## config.mk

```make
export PLATFORM = sky130hd
export DESIGN_NAME = sync_scrambler
export DESIGN_NICKNAME = d
export VERILOG_FILES = /design/src/rtl/scr_pkg.sv /design/src/rtl/scr_tap_reg.sv /design/src/rtl/scr_parity.sv /design/src/rtl/scr_hist_reg.sv /design/src/rtl/sync_scrambler.sv
export SDC_FILE = /design/constraint.sdc
export NUM_CORES = 1
export LEC_CHECK = 0
export ABC_AREA = 1
export BUFFER_PORTS_ARGS = -buffer_cell sky130_fd_sc_hd__clkbuf_2
export CAP_MARGIN = 20
export CORE_MARGIN = 2
export CORE_UTILIZATION = 44
export DETAILED_ROUTE_END_ITERATION = 8
export PLACE_DENSITY_LB_ADDON = 0.1
export SYNTH_ARGS = -nofsm -noshare
export SYNTH_HDL_FRONTEND = slang
export SYNTH_HIERARCHICAL = 1
export SYNTH_SLANG_ARGS = --single-unit
```

## constraint.sdc

```tcl
create_clock -name clk -period 3.06 [get_ports clk]
set_clock_uncertainty 0.1 [all_clocks]
set_input_delay 0 -clock clk [delete_from_list [all_inputs] [get_ports clk]]
set_output_delay 0 -clock clk [all_outputs]
set_load 0.01 [all_outputs]
```

## src/rtl/scr_pkg.sv

```systemverilog
package scr_pkg;
  localparam int unsigned SCR_W = 7;
  localparam logic [SCR_W-1:0] SCR_SEED = 7'h6C;
  localparam logic [SCR_W-1:0] SCR_TAPS_RST = 7'h48;

  typedef enum logic {
    SCR_MODE_TX = 1'b0,
    SCR_MODE_RX = 1'b1
  } scr_mode_e;
endpackage

```

## src/rtl/scr_tap_reg.sv

```systemverilog
module scr_tap_reg #(
  parameter int unsigned W = 7,
  parameter logic [W-1:0] RST_VAL = '0
) (
  input  logic         clk,
  input  logic         rst_n,
  input  logic         wr_en,
  input  logic [W-1:0] wr_data,
  output logic [W-1:0] taps_q
);
  logic [W-1:0] taps_d;

  always_comb begin
    taps_d = taps_q;
    if (wr_en) taps_d = wr_data;
  end

  always_ff @(posedge clk or negedge rst_n) begin
    if (!rst_n) taps_q <= RST_VAL;
    else        taps_q <= taps_d;
  end

  // a write lands on the next edge
  p_tap_write_r6: assert property (@(posedge clk) disable iff (!rst_n)
    wr_en |=> taps_q == $past(wr_data));
  p_tap_hold_r6: assert property (@(posedge clk) disable iff (!rst_n)
    !wr_en |=> $stable(taps_q));
endmodule

```

## src/rtl/scr_parity.sv

```systemverilog
module scr_parity #(
  parameter int unsigned W = 7
) (
  input  logic [W-1:0] vec,
  output logic         par
);
  logic [W:0] chain;

  assign chain[0] = 1'b0;
  for (genvar gi = 0; gi < W; gi++) begin : g_xor
    assign chain[gi+1] = chain[gi] ^ vec[gi];
  end
  assign par = chain[W];
endmodule

```

## src/rtl/scr_hist_reg.sv

```systemverilog
module scr_hist_reg #(
  parameter int unsigned W = 7,
  parameter logic [W-1:0] SEED = '0
) (
  input  logic         clk,
  input  logic         rst_n,
  input  logic         load,
  input  logic         adv,
  input  logic         shift_bit,
  output logic [W-1:0] hist_q
);
  logic [W-1:0] hist_d;

  always_comb begin
    hist_d = hist_q;
    if (load)     hist_d = SEED;
    else if (adv) hist_d = {hist_q[W-2:0], shift_bit};
  end

  always_ff @(posedge clk or negedge rst_n) begin
    if (!rst_n) hist_q <= SEED;
    else        hist_q <= hist_d;
  end

  // older stages move up one place per accepted bit
  p_shift_up_r3: assert property (@(posedge clk) disable iff (!rst_n)
    (adv && !load) |=> hist_q[W-1:1] == $past(hist_q[W-2:0]));
  // seed preset
  p_seed_r8: assert property (@(posedge clk) disable iff (!rst_n)
    load |=> hist_q == SEED);
  // idle holds
  p_hold_r9: assert property (@(posedge clk) disable iff (!rst_n)
    (!adv && !load) |=> $stable(hist_q));
endmodule

```

## src/rtl/sync_scrambler.sv

```systemverilog
module sync_scrambler
  import scr_pkg::*;
#(
  parameter int unsigned W = SCR_W,
  parameter logic [W-1:0] SEED = SCR_SEED,
  parameter logic [W-1:0] TAPS_RST = SCR_TAPS_RST
) (
  input  logic         clk,
  input  logic         rst_n,
  input  logic         tap_wr_en,
  input  logic [W-1:0] tap_wr_data,
  input  logic         seed_load,
  input  logic         mode_rx,
  input  logic         bit_en,
  input  logic         din,
  output logic         dout,
  output logic         dout_vld
);
  logic [W-1:0] taps_q;
  logic [W-1:0] hist_q;
  logic [W-1:0] tapped;
  logic         fb_par;
  logic         line_bit;
  logic         shift_bit;
  logic         accept;
  logic         dout_d;
  logic         vld_d;
  scr_mode_e    mode;

  assign mode   = scr_mode_e'(mode_rx);
  assign accept = bit_en & ~seed_load;
  assign tapped = hist_q & taps_q;

  scr_tap_reg #(.W(W), .RST_VAL(TAPS_RST)) u_taps (
    .clk(clk), .rst_n(rst_n), .wr_en(tap_wr_en),
    .wr_data(tap_wr_data), .taps_q(taps_q)
  );

  scr_parity #(.W(W)) u_par (.vec(tapped), .par(fb_par));

  assign line_bit  = din ^ fb_par;
  assign shift_bit = (mode == SCR_MODE_RX) ? din : line_bit;

  scr_hist_reg #(.W(W), .SEED(SEED)) u_hist (
    .clk(clk), .rst_n(rst_n), .load(seed_load), .adv(accept),
    .shift_bit(shift_bit), .hist_q(hist_q)
  );

  always_comb begin
    dout_d = dout;
    vld_d  = accept;
    if (accept) dout_d = line_bit;
  end

  always_ff @(posedge clk or negedge rst_n) begin
    if (!rst_n) begin
      dout     <= 1'b0;
      dout_vld <= 1'b0;
    end else begin
      dout     <= dout_d;
      dout_vld <= vld_d;
    end
  end

  // valid follows an accepted bit by one cycle
  p_vld_r2: assert property (@(posedge clk) disable iff (!rst_n)
    dout_vld == $past(bit_en && !seed_load));
  // scramble mode feeds back the emitted bit
  p_tx_feed_r3: assert property (@(posedge clk) disable iff (!rst_n)
    (accept && !mode_rx) |=> hist_q[0] == dout);
  // descramble mode feeds back the received bit
  p_rx_feed_r4: assert property (@(posedge clk) disable iff (!rst_n)
    (accept && mode_rx) |=> hist_q[0] == $past(din));
  // zero mask passes data through
  p_passthru_r7: assert property (@(posedge clk) disable iff (!rst_n)
    (accept && taps_q == '0) |=> dout == $past(din));
  // output holds while idle
  p_dout_hold_r9: assert property (@(posedge clk) disable iff (!rst_n)
    !accept |=> $stable(dout));
endmodule

```

==> results by group <==
Die
  • Row count: 15
  • Placeable core area: 1780 sq um
  • DIE AREA: 2300 sq um
  • Initial Utilization: 47.8%
  • Die Height: 48.0 microns
  • Io pins: 16
  • DIE WIDTH: 48.0 microns

Timing
  • Fmax: 579 MHz
  • Slew Viols, Final: 0
  • Final setup fails: 0
  • Unrepaired setup endpoints after global routing: no
  • Fin. Hold Viols: 0
  • Headroom to the max-slew limit: 73.7%
  • Period utilization: 56.4%
  • Crit path time final: 1.73 ns
  • Slew @ Worst Pin: 0.394 ns
  • Setup_tns: 0 ns

Synth
  • Synth Warn #: 6
  • Post-synth cell types: 13
  • Multiplexer share of the synthesized area: 0%
  • Post-synthesis simple-gate area fraction: 38.0%
  • Main combinational cell family by area after synthesis: simple AND/OR/NAND/NOR gates
  • Avg Synthesized Cell Area: 6.93 sq um
  • Sequential area share after synthesis: 47.9%
  • FF+latch count, synth: 16
  • Syn nets: 137
  • Area share of fa/ha/maj cells after synthesis: 0%
  • Compound-Gate Fraction of Synth Area: 2.94%
  • Synth Area in XOR/XNOR: 0%
  • Synthesized cell area: 852 sq um
  • Syn Inst Count: 123

Clocking
  • Worst-Skew Late Latency: 0.28 ns
  • CTS Sinks: 16
  • Post-CTS sizing: 0
  • CTS max path bufs: 2
  • H-tree depth: 1
  • Clk root buf: clkbuf_4
  • CTS tree: yes
  • Clk slew on worst S/H paths: 0.09 ns
  • Cts bufs inserted: 3

Global route
  • Global route overflow: 0
  • Vias in the first global route: 845
  • Initial antenna violation count: 0
  • First-pass GRT wire length: 3230 microns
  • Global Route Usage Sum: 20.8%
  • Largest net degree at the start of global routing: 17

Layout
  • Diode count: 0
  • Share of cells above drive strength 1: 18.9%
  • Register area: 408 sq um
  • Commonest non-fill, non-tap cell in the layout: nand2_1
  • Multi-input gate area: 349 sq um
  • # fillers: 162
  • Fin util: 65.3%
  • P&R area growth vs syn: 36.7%
  • Commonest non-fill, non-tap cells in the layout: 67 x nand2_1, 20 x dlygate4sd3_1, 19 x inv_1
  • Layout Nets: 175

Setup path
  • Crit Path Max Fanout: 1
  • Critical path capture point type: flip-flop
  • CP startpoint kind: input pin
  • Kind of critical path: input pin to flip-flop
  • Crit path launch: tap_wr_data[6]
  • RR Startpoint: u_hist/hist_q[2]
  • CP Data Required Time: 3.17 ns
  • Worst EP arrival: 1.84 ns

Power
  • Combinational cell fraction of total power: 23.2%
  • Leak pwr: 0.678 nW
  • Internal power: 0.328 mW
  • Clock share of power: 23.4%
  • Net Sw Power: 0.131 mW
  • PwrDens: 394 nW/um^2
  • Worst vdd ir: 0.000261 V
  • Sw frac: 28.4%
  • Reg power frac: 53.4%

Detailed routing
  • Highest Signal Layer: met4
  • WL final: 1900 microns
  • ANT nets after route: 0
  • Drt first pass iters: 4
  • Iteration-0 DRC Markers: 6
  • Wire length per cell: 10.3 microns
  • WL met1: 794 microns
  • DR vias: 845
  • Routed vias/inst: 4.59
  • Met3 wire length: 56 microns
  • DR DRC count: 0
  • Met2 WL: 993 microns

Worst hold path
  • HP Start: tap_wr_en
  • Hold WC Path Type: input pin to flip-flop

Place
  • GPL Wtd Cong: 0.715
  • Input/output buffers: 15
  • Post-DP HPWL: 1270 microns

Run status
  • Status: finished clean

Flow run
  • Max Cap Viol: 0
[synthesized netlist by cell type]
library cell | n | area (sq um)
o21ai_0 | 1 | 5.00
inv_1 | 19 | 71.3
buf_2 | 1 | 5.00
inv_2 | 2 | 7.51
nor2_4 | 2 | 22.5
dfrtp_1 | 10 | 250
nand3_1 | 6 | 30.0
buf_6 | 1 | 11.3
nor2_1 | 2 | 7.51
a21oi_1 | 4 | 20.0
nand2_1 | 67 | 251
dfstp_2 | 6 | 158
nand2_2 | 2 | 12.5
[metrics by stage]
step	cells	hold slack, ns	setup WS [ns]	total power [mW]	instance area (sq um)
6_report	184	0.00681	1.33	0.459	1160
3_3_place_gp	161	-0.160	1.44	0.330	942
2_1_floorplan	123	-0.396	1.55	0.305	852
5_1_grt	184	0.0591	1.21	0.490	1160
4_1_cts	184	0.00924	1.36	0.460	1160
3_5_place_dp	161	-0.161	1.42	0.334	942
[final cells by class]
type / count / area share, %
sequential: 16 / 35.0
inverter: 21 / 6.77
multi-input combinational: 84 / 30.0
timing repair buffer: 35 / 23.6
tap: 25 / 2.69
clock buffer: 3 / 1.93
[sequential cells by signal, summed over array words and instances, names as in the netlist]
register	cells
dout	1
dout_vld	1
u_hist/hist_q	7
u_taps/taps_q	7
[timing repair]
item | CTS | global route
buffers inserted | 0 | 0
hold endpoints to repair | 29 | 0
hold buffers | 20 | 0
[worst paths after layout]
| check | endpoint | slack (ns) | cells past startpoint |
|---|---|---|---|
| min | u_taps/taps_q[3] | 0.007 | 4 |
| max | u_taps/taps_q[6] | 1.33 | 6 |
| min reg2reg | u_taps/taps_q[3] | 0.38 | 2 |
| max in group asynchronous | u_hist/hist_q[6] | 2.46 | 2 |
| min in group asynchronous | u_taps/taps_q[1] | 0.08 | 2 |
| max reg2reg | u_hist/hist_q[0] | 1.41 | 15 |
[logic make-up after synthesis]
logic type,after synthesis
buffers and inverters,23
and+or+nand+nor,79
AOI/OAI and AO/OA,5
DFF,16
[power by group through the flow]
stage | clock network [mW] | registers [mW] | logic (mW)
global placement | 0 | 0.248 | 0.0824
CTS | 0.109 | 0.245 | 0.106
finish | 0.107 | 0.245 | 0.106
global route | 0.120 | 0.248 | 0.123
floorplan | 0 | 0.248 | 0.0573
detailed placement | 0 | 0.249 | 0.0857
[routing by layer]
metal	GRT usage, %	vias up
li1	-	438
met1	22.8	380
met2	35.2	19
met3	5.66	8
met4	13.0	0
met5	0	-
[worst max-delay path, stage by stage]
cell           delay [ns]
dlygate4sd3_1        0.56
clkbuf_2             0.11
nand2_1              0.05
dlygate4sd3_1        0.53
nand2_1              0.05
dlygate4sd3_1        0.54
No activity file was read; power rests on OpenSTA's default activity.
